**src/rtl/tpt_pkg.sv**
```systemverilog
package tpt_pkg;
    localparam int ADDR_W = 2;

    typedef enum logic [ADDR_W-1:0] {
        SEL_CTRL   = 2'd0,
        SEL_PERIOD = 2'd1,
        SEL_DUTY   = 2'd2
    } reg_sel_e;

    localparam int CTRL_EN_BIT   = 0;
    localparam int CTRL_SWT_BIT  = 1;
    localparam int CTRL_FALL_BIT = 2;
endpackage

```
**src/rtl/tpt_edge_sync.sv**
```systemverilog
module tpt_edge_sync #(
    parameter int STAGES = 2
) (
    input  logic clk,
    input  logic rst_n,
    input  logic pin_i,
    input  logic fall_sel_i,
    output logic edge_o
);
    localparam int LAST = STAGES;

    typedef struct packed {
        logic [LAST:0] sh;
    } sync_t;

    sync_t s_d, s_q;

    always_comb begin
        s_d    = s_q;
        s_d.sh = {s_q.sh[LAST-1:0], pin_i};
        if (fall_sel_i)
            edge_o = ~s_q.sh[LAST-1] & s_q.sh[LAST];
        else
            edge_o = s_q.sh[LAST-1] & ~s_q.sh[LAST];
    end

    always_ff @(posedge clk or negedge rst_n) begin
        if (!rst_n) s_q <= '0;
        else        s_q <= s_d;
    end
endmodule

```
**src/rtl/tpt_compare_bank.sv**
```systemverilog
module tpt_compare_bank #(
    parameter int W = 16
) (
    input  logic         clk,
    input  logic         rst_n,
    input  logic         enabled_i,
    input  logic         per_wr_i,
    input  logic         duty_wr_i,
    input  logic [W-1:0] wr_data_i,
    input  logic         wrap_i,
    output logic [W-1:0] per_buf_o,
    output logic [W-1:0] duty_nxt_o,
    output logic         armed_o
);
    typedef struct packed {
        logic [W-1:0] per_stage;
        logic [W-1:0] duty_stage;
        logic [W-1:0] per_buf;
        logic [W-1:0] duty_buf;
        logic         arm;
    } bank_t;

    bank_t b_d, b_q;

    always_comb begin
        b_d = b_q;
        if (per_wr_i)  b_d.per_stage  = wr_data_i;
        if (duty_wr_i) b_d.duty_stage = wr_data_i;
        if (!enabled_i) begin
            b_d.arm = 1'b0;
            if (per_wr_i)  b_d.per_buf  = wr_data_i;
            if (duty_wr_i) b_d.duty_buf = wr_data_i;
        end else begin
            if (wrap_i && b_q.arm) begin
                b_d.per_buf  = b_q.per_stage;
                b_d.duty_buf = b_q.duty_stage;
                b_d.arm      = 1'b0;
            end
            if (duty_wr_i) b_d.arm = 1'b1;
        end
    end

    assign per_buf_o  = b_q.per_buf;
    assign duty_nxt_o = b_d.duty_buf;
    assign armed_o    = b_q.arm;

    always_ff @(posedge clk or negedge rst_n) begin
        if (!rst_n) begin
            b_q.per_stage  <= '1;
            b_q.duty_stage <= '0;
            b_q.per_buf    <= '1;
            b_q.duty_buf   <= '0;
            b_q.arm        <= 1'b0;
        end else begin
            b_q <= b_d;
        end
    end
endmodule

```
**src/rtl/tpt_count_core.sv**
```systemverilog
module tpt_count_core #(
    parameter int W = 16
) (
    input  logic         clk,
    input  logic         rst_n,
    input  logic         park_i,
    input  logic         trig_i,
    input  logic         tick_i,
    input  logic [W-1:0] per_buf_i,
    input  logic [W-1:0] duty_nxt_i,
    output logic         wrap_o,
    output logic [W-1:0] cnt_o,
    output logic         run_o,
    output logic         pulse_o,
    output logic         tgl_o
);
    localparam logic [W-1:0] PARK_VAL = '1;

    typedef struct packed {
        logic [W-1:0] cnt;
        logic         run;
        logic         pulse;
        logic         tgl;
    } core_t;

    core_t c_d, c_q;

    always_comb begin
        c_d    = c_q;
        wrap_o = ~park_i & ~trig_i & c_q.run & tick_i & (c_q.cnt == per_buf_i);
        if (park_i) begin
            c_d.cnt   = PARK_VAL;
            c_d.run   = 1'b0;
            c_d.pulse = 1'b0;
            c_d.tgl   = 1'b0;
        end else begin
            if (trig_i) begin
                c_d.cnt = '0;
                c_d.run = 1'b1;
            end else if (wrap_o) begin
                c_d.cnt = '0;
                c_d.tgl = ~c_q.tgl;
            end else if (c_q.run && tick_i) begin
                c_d.cnt = c_q.cnt + 1'b1;
            end
            c_d.pulse = c_d.run &
                        ((c_d.cnt == duty_nxt_i) | ((c_d.cnt != '0) & c_q.pulse));
        end
    end

    assign cnt_o   = c_q.cnt;
    assign run_o   = c_q.run;
    assign pulse_o = c_q.pulse;
    assign tgl_o   = c_q.tgl;

    always_ff @(posedge clk or negedge rst_n) begin
        if (!rst_n) begin
            c_q.cnt   <= PARK_VAL;
            c_q.run   <= 1'b0;
            c_q.pulse <= 1'b0;
            c_q.tgl   <= 1'b0;
        end else begin
            c_q <= c_d;
        end
    end
endmodule

```
**src/rtl/trig_pulse_timer.sv**
```systemverilog
module trig_pulse_timer
    import tpt_pkg::*;
#(
    parameter int W          = 16,
    parameter int SYNC_DEPTH = 2
) (
    input  logic              clk,
    input  logic              rst_n,
    input  logic              wr_en,
    input  logic [ADDR_W-1:0] wr_addr,
    input  logic [W-1:0]      wr_data,
    input  logic              trig_in,
    input  logic              cnt_tick,
    output logic              pulse_out,
    output logic              period_tgl
);
    typedef struct packed {
        logic en;
        logic fall;
    } ctrl_t;

    ctrl_t k_d, k_q;

    logic         ctrl_wr, per_wr, duty_wr;
    logic         sw_trig, pin_edge, trig;
    logic         wrap;
    logic [W-1:0] per_buf, duty_nxt, cnt_w;
    logic         run_w, armed;

    assign ctrl_wr = wr_en && (wr_addr == SEL_CTRL);
    assign per_wr  = wr_en && (wr_addr == SEL_PERIOD);
    assign duty_wr = wr_en && (wr_addr == SEL_DUTY);

    always_comb begin
        k_d     = k_q;
        sw_trig = 1'b0;
        if (ctrl_wr) begin
            k_d.en   = wr_data[CTRL_EN_BIT];
            k_d.fall = wr_data[CTRL_FALL_BIT];
            sw_trig  = wr_data[CTRL_EN_BIT] & wr_data[CTRL_SWT_BIT];
        end
        trig = k_d.en & (sw_trig | pin_edge);
    end

    always_ff @(posedge clk or negedge rst_n) begin
        if (!rst_n) k_q <= '0;
        else        k_q <= k_d;
    end

    tpt_edge_sync #(.STAGES(SYNC_DEPTH)) u_sync (
        .clk        (clk),
        .rst_n      (rst_n),
        .pin_i      (trig_in),
        .fall_sel_i (k_q.fall),
        .edge_o     (pin_edge)
    );

    tpt_compare_bank #(.W(W)) u_bank (
        .clk        (clk),
        .rst_n      (rst_n),
        .enabled_i  (k_q.en),
        .per_wr_i   (per_wr),
        .duty_wr_i  (duty_wr),
        .wr_data_i  (wr_data),
        .wrap_i     (wrap),
        .per_buf_o  (per_buf),
        .duty_nxt_o (duty_nxt),
        .armed_o    (armed)
    );

    tpt_count_core #(.W(W)) u_core (
        .clk        (clk),
        .rst_n      (rst_n),
        .park_i     (~k_d.en),
        .trig_i     (trig),
        .tick_i     (cnt_tick),
        .per_buf_i  (per_buf),
        .duty_nxt_i (duty_nxt),
        .wrap_o     (wrap),
        .cnt_o      (cnt_w),
        .run_o      (run_w),
        .pulse_o    (pulse_out),
        .tgl_o      (period_tgl)
    );
endmodule

```
**config.mk**
```make
export PLATFORM = sky130hd
export DESIGN_NAME = trig_pulse_timer
export DESIGN_NICKNAME = d
export VERILOG_FILES = /design/src/rtl/tpt_pkg.sv /design/src/rtl/tpt_edge_sync.sv /design/src/rtl/tpt_compare_bank.sv /design/src/rtl/tpt_count_core.sv /design/src/rtl/trig_pulse_timer.sv
export SDC_FILE = /design/constraint.sdc
export NUM_CORES = 1
export LEC_CHECK = 0
export ABC_CLOCK_PERIOD_IN_PS = 4100
export BUFFER_PORTS_ARGS = -buffer_cell sky130_fd_sc_hd__buf_2
export CORE_MARGIN = 2
export CORE_UTILIZATION = 55
export CTS_CLUSTER_SIZE = 12
export DETAILED_ROUTE_END_ITERATION = 10
export GPL_TIMING_DRIVEN = 0
export PLACE_DENSITY_LB_ADDON = 0.2
export SLEW_MARGIN = 0
export SYNTH_ARGS = -nofsm -noshare
export SYNTH_HDL_FRONTEND = slang
export SYNTH_SLANG_ARGS = --single-unit
```
**constraint.sdc**
```tcl
create_clock -name clk -period 4.1 [get_ports clk]
set_clock_uncertainty 0.05 [all_clocks]
set_input_delay 1.23 -clock clk [delete_from_list [all_inputs] [get_ports clk]]
set_output_delay 1.23 -clock clk [all_outputs]
set_load 0.05 [all_outputs]
```
==> impl_metrics.prom <==
# TYPE chip_impl_metric gauge
chip_impl_info{name="most_common_library_cell_in_the_layout_ignoring_fill_and_taps",value="sky130_fd_sc_hd__nor2_1"} 1
chip_impl_metric{name="groute.layer.met3.usage",unit=""} 0.0557
chip_impl_metric{name="grt_pass1_wl",unit="mm"} 21.8
chip_impl_metric{name="post_synth_edffs",unit=""} 0
chip_impl_metric{name="overflow_after_grt",unit=""} 0
chip_impl_info{name="worstPathCellList",value="buf_2, or3b_4, a21oi_4, inv_2, and2_4, a31oi_2, nand2_1, o21ai_0, nand4_1, a2111o_1, o41ai_2"} 1
chip_impl_metric{name="grt_util_met1",unit=""} 0.395
chip_impl_metric{name="initial_core_util",unit=""} 0.574
chip_impl_metric{name="seq_area_frac_synth",unit=""} 0.452
chip_impl_metric{name="syn-num-nets",unit=""} 540
chip_impl_metric{name="tightestPinTransition",unit="ns"} 0.632
chip_impl_metric{name="timing_max_transition_violations_final",unit=""} 0
chip_impl_metric{name="sum_of_internal_switching_and_leakage_power",unit="W"} 0.00283
chip_impl_metric{name="worst_reg_to_reg_setup_slack",unit="ns"} 0.53
chip_impl_metric{name="post_syn_area",unit="sq um"} 5060
chip_impl_info{name="tritoncts",value="built"} 1
chip_impl_metric{name="timing.critical_path.slowest_cell_delay",unit="ns"} 0.45
chip_impl_metric{name="share_seq_of_total_power",unit=""} 0.440
chip_impl_metric{name="layout-drive-gt1-share",unit=""} 0.246
chip_impl_metric{name="grtUsageTotal",unit=""} 0.283
chip_impl_metric{name="fin_crit_sh",unit=""} 0.934
chip_impl_metric{name="power.switching",unit="W"} 0.000982
chip_impl_info{name="yosys_most_used_dff",value="sky130_fd_sc_hd__dfstp_2"} 1
chip_impl_info{name="worst_setup_path_end_kind",value="flip-flop"} 1
chip_impl_info{name="cts-root-buf",value="sky130_fd_sc_hd__clkbuf_8"} 1
chip_impl_metric{name="power.switching_fraction",unit=""} 0.347
chip_impl_metric{name="ctsLongestPathBuffers",unit=""} 2
chip_impl_metric{name="crit_arrival",unit="ns"} 4.04
chip_impl_metric{name="power_leakage",unit="nW"} 2.30
chip_impl_metric{name="first_global_vias",unit=""} 4113
chip_impl_metric{name="cp.required",unit="ns"} 4.31
chip_impl_info{name="min-delay-start",value="u_sync.s_q[0]"} 1
chip_impl_info{name="timing.critical_path.from",value="wr_addr[0]"} 1
chip_impl_metric{name="ys_async_sr_fraction",unit=""} 1.00
chip_impl_metric{name="largest_net_degree_at_the_start_of_global_routing",unit=""} 53
chip_impl_metric{name="dpl.hpwl",unit="mm"} 9.99
chip_impl_metric{name="post-route-min-period",unit="ns"} 3.83
chip_impl_metric{name="timing.final.setup_violations",unit=""} 0
chip_impl_metric{name="synth_compound_gate_area_share",unit=""} 0.175
chip_impl_metric{name="flow.area_growth_from_synthesis",unit="%"} 10.4
chip_impl_metric{name="clk_pin_slew_worst_paths",unit="ns"} 0.09
chip_impl_info{name="timing.hold.worst.class",value="reg2reg"} 1
chip_impl_metric{name="gp_congestion",unit=""} 0.964
chip_impl_metric{name="routedWlPerCell",unit="um"} 20.1
chip_impl_metric{name="yosys.area_share.simple",unit=""} 0.191
chip_impl_metric{name="worst-path-max-fanout",unit=""} 10
chip_impl_metric{name="synth.area.mux_share",unit=""} 0.0579
chip_impl_metric{name="synth-warning-count",unit=""} 0
chip_impl_info{name="critical_path_class",value="in2reg"} 1
chip_impl_info{name="worstSetupStartpointType",value="input pin"} 1
chip_impl_info{name="mostFrequentLayoutCells",value="sky130_fd_sc_hd__nor2_1 (49), sky130_fd_sc_hd__dfstp_2 (48), sky130_fd_sc_hd__dfrtp_1 (41), sky130_fd_sc_hd__nand2_1 (37), sky130_fd_sc_hd__buf_2 (31)"} 1
chip_impl_metric{name="htree_levels",unit=""} 3
chip_impl_metric{name="die_y",unit="um"} 99.9
chip_impl_metric{name="max_cap_viol_count",unit=""} 0
chip_impl_metric{name="max_clock_freq",unit="MHz"} 261
chip_impl_metric{name="power.combinational.fraction",unit=""} 0.310
chip_impl_metric{name="count_of_routing_violations_after_the_opening_detailed_route_iteration",unit=""} 329
chip_impl_metric{name="ys_ff_latch",unit=""} 89
chip_impl_metric{name="core_region_area",unit="sq um"} 8810
chip_impl_metric{name="die-width",unit="um"} 99.9
chip_impl_metric{name="top_level_ports",unit=""} 25
chip_impl_metric{name="power_report.internal_total",unit="W"} 0.00185
chip_impl_metric{name="synth-xor-area-share",unit=""} 0.0797
chip_impl_metric{name="drc",unit=""} 0
chip_impl_metric{name="post_route_hold_slack",unit="ns"} 0.313
chip_impl_metric{name="grt_antenna_before_repair",unit=""} 0
chip_impl_metric{name="ctsResizeCount",unit=""} 0
chip_impl_metric{name="grtUsageMet2",unit=""} 0.442
chip_impl_metric{name="hold_viol",unit=""} 0
chip_impl_metric{name="numCtsBuffers",unit=""} 9
chip_impl_metric{name="drt_pre_antenna_iters",unit=""} 5
chip_impl_metric{name="post_route_setup_tns",unit="ns"} 0
chip_impl_metric{name="postSynthCellCount",unit=""} 516
chip_impl_info{name="top_usage_layer",value="met2"} 1
chip_impl_metric{name="synth_area_per_cell",unit="sq um"} 9.80
chip_impl_metric{name="yosys.cell_types.count",unit=""} 67
chip_impl_info{name="synth_top_family_by_area",value="simple AND/OR/NAND/NOR gates"} 1
chip_impl_info{name="rsz0062_at_grt",value="false"} 1
chip_impl_metric{name="max_slew_margin",unit=""} 0.567
chip_impl_metric{name="p_per_area",unit="nW/um^2"} 507
chip_impl_metric{name="clock_insertion_delay_worst_skew",unit="ns"} 0.36
chip_impl_metric{name="worstPathBufferInverterCount",unit=""} 2
chip_impl_metric{name="detailroute.via_count",unit=""} 4280
chip_impl_info{name="rr_startpoint",value="u_core.cnt_o[4]"} 1
chip_impl_info{name="path_delay_family",value="compound AO/OA/AOI/OAI gates"} 1
chip_impl_metric{name="vdd.ir_drop.worst",unit="mV"} 0.318
chip_impl_metric{name="fillerInstances",unit=""} 716
chip_impl_metric{name="synth_adder_area_share",unit=""} 0.00247
chip_impl_info{name="critical_path.slowest_cell",value="sky130_fd_sc_hd__a31oi_2"} 1
chip_impl_metric{name="totalWireLength",unit="mm"} 13.4
chip_impl_metric{name="multi_input_gate_area",unit="sq um"} 2560
chip_impl_metric{name="fp.dieArea",unit="sq um"} 9980
chip_impl_metric{name="nets_final",unit=""} 576
chip_impl_metric{name="hold_buffers",unit=""} 0
chip_impl_metric{name="residual_antenna_violating_net_count_after_detailed_routing",unit=""} 0
chip_impl_metric{name="tritoncts_num_sinks",unit=""} 89
chip_impl_metric{name="clock_power_share",unit=""} 0.251
chip_impl_metric{name="core.rowCount",unit=""} 34
chip_impl_metric{name="diodes",unit=""} 0
chip_impl_metric{name="port_buffers",unit=""} 24
chip_impl_metric{name="cts_post_setup_buffers_inserted",unit=""} 0
chip_impl_metric{name="seqCellArea",unit="sq um"} 2290
chip_impl_metric{name="via_per_inst",unit=""} 6.44
chip_impl_info{name="run_status",value="completed"} 1
## area by class of cell
class / instances / area share
inverter: 14 / 0.00941
multi-input combinational: 379 / 0.458
clock buffer: 12 / 0.0336
tap: 108 / 0.0242
clock inverter: 4 / 0.00941
timing repair buffer: 25 / 0.0269
sequential: 89 / 0.410
buffer: 34 / 0.0287
## through the flow
step	worst slack, ns	area [sq um]	std cells	utilization
2_1_floorplan	0.473	5060	516	-
3_3_place_gp	-0.0400	5310	648	0.603
3_5_place_dp	-0.0696	5340	649	0.607
4_1_cts	0.280	5580	665	0.634
5_1_grt	0.102	5580	665	0.634
6_report	0.272	5580	665	0.634
## worst paths after layout
path,endpoint,cells after the start
min in group asynchronous,u_bank.b_q[33],1
hold reg to reg,u_sync.s_q[1],0
setup reg to reg,u_core.pulse_o,11
hold / removal,u_sync.s_q[1],0
max in group asynchronous,u_bank.b_q[61],2
setup / recovery,u_core.pulse_o,11
## registers in the layout, summed over array words and instances (netlist names), 2 cells and up
register,count
u_core.cnt_o,16
u_bank.b_q,48
u_bank.per_buf_o,16
k_q,2
u_sync.s_q,3
## kinds of logic after synthesis
kind of cell | count (synthesis)
compound gates | 122
xor+xnor | 46
fa+ha+maj | 1
buf+inv | 48
flops | 89
mux | 26
simple gates | 184
## synth_stat cells (3+ instances only)
| library cell | instances | share of area |
|---|---|---|
| sky130_fd_sc_hd__a21o_1 | 12 | 0.018 |
| sky130_fd_sc_hd__nor4_1 | 6 | 0.0074 |
| sky130_fd_sc_hd__o31ai_1 | 12 | 0.018 |
| sky130_fd_sc_hd__clkbuf_1 | 19 | 0.014 |
| sky130_fd_sc_hd__a21oi_1 | 12 | 0.012 |
| sky130_fd_sc_hd__dfrtp_1 | 41 | 0.20 |
| sky130_fd_sc_hd__nand2_1 | 37 | 0.027 |
| sky130_fd_sc_hd__inv_1 | 13 | 0.0096 |
| sky130_fd_sc_hd__and2_1 | 14 | 0.017 |
| sky130_fd_sc_hd__nor3_1 | 16 | 0.016 |
| sky130_fd_sc_hd__buf_1 | 4 | 0.0030 |
| sky130_fd_sc_hd__xor2_1 | 23 | 0.040 |
| sky130_fd_sc_hd__mux2i_1 | 9 | 0.018 |
| sky130_fd_sc_hd__nand3_1 | 8 | 0.0079 |
| sky130_fd_sc_hd__a211oi_1 | 16 | 0.024 |
| sky130_fd_sc_hd__nor2_1 | 49 | 0.036 |
| sky130_fd_sc_hd__nand4_1 | 21 | 0.026 |
| sky130_fd_sc_hd__nand3b_1 | 5 | 0.0074 |
| sky130_fd_sc_hd__dfstp_2 | 48 | 0.25 |
| sky130_fd_sc_hd__nand2b_1 | 5 | 0.0062 |
| sky130_fd_sc_hd__mux2_2 | 16 | 0.036 |
| sky130_fd_sc_hd__buf_6 | 3 | 0.0067 |
| sky130_fd_sc_hd__a31oi_1 | 12 | 0.015 |
| sky130_fd_sc_hd__o21ai_0 | 19 | 0.019 |
| sky130_fd_sc_hd__buf_2 | 8 | 0.0079 |
| sky130_fd_sc_hd__xnor2_1 | 23 | 0.040 |
| sky130_fd_sc_hd__o22ai_1 | 16 | 0.020 |
| sky130_fd_sc_hd__and4_1 | 3 | 0.0052 |
## metal layers
metal  share of wire  up-vias
li1                -     1960
met1            0.43     2097
met2            0.47      190
met3           0.075       33
met4           0.027        0
met5               0        -
## worst register-to-register path, delay by kind of cell, from the launching register on
family	cells	cell delay, ns
buffers and inverters	2	0.61
AOI/OAI and AO/OA	4	1.23
xor gates and xnor gates	2	0.37
DFF	1	0.52
and+or+nand+nor	3	0.69
## power by group through the flow
stage	logic, W	clock network, W	registers, W
after global placement	0.000826	0	0.00125
after global routing	0.000957	0.000750	0.00127
after detailed placement	0.000859	0	0.00125
final	0.000876	0.000709	0.00124
after CTS	0.000864	0.000714	0.00124
after floorplan	0.000652	0	0.00122
No activity file was read; power rests on OpenSTA's default activity.
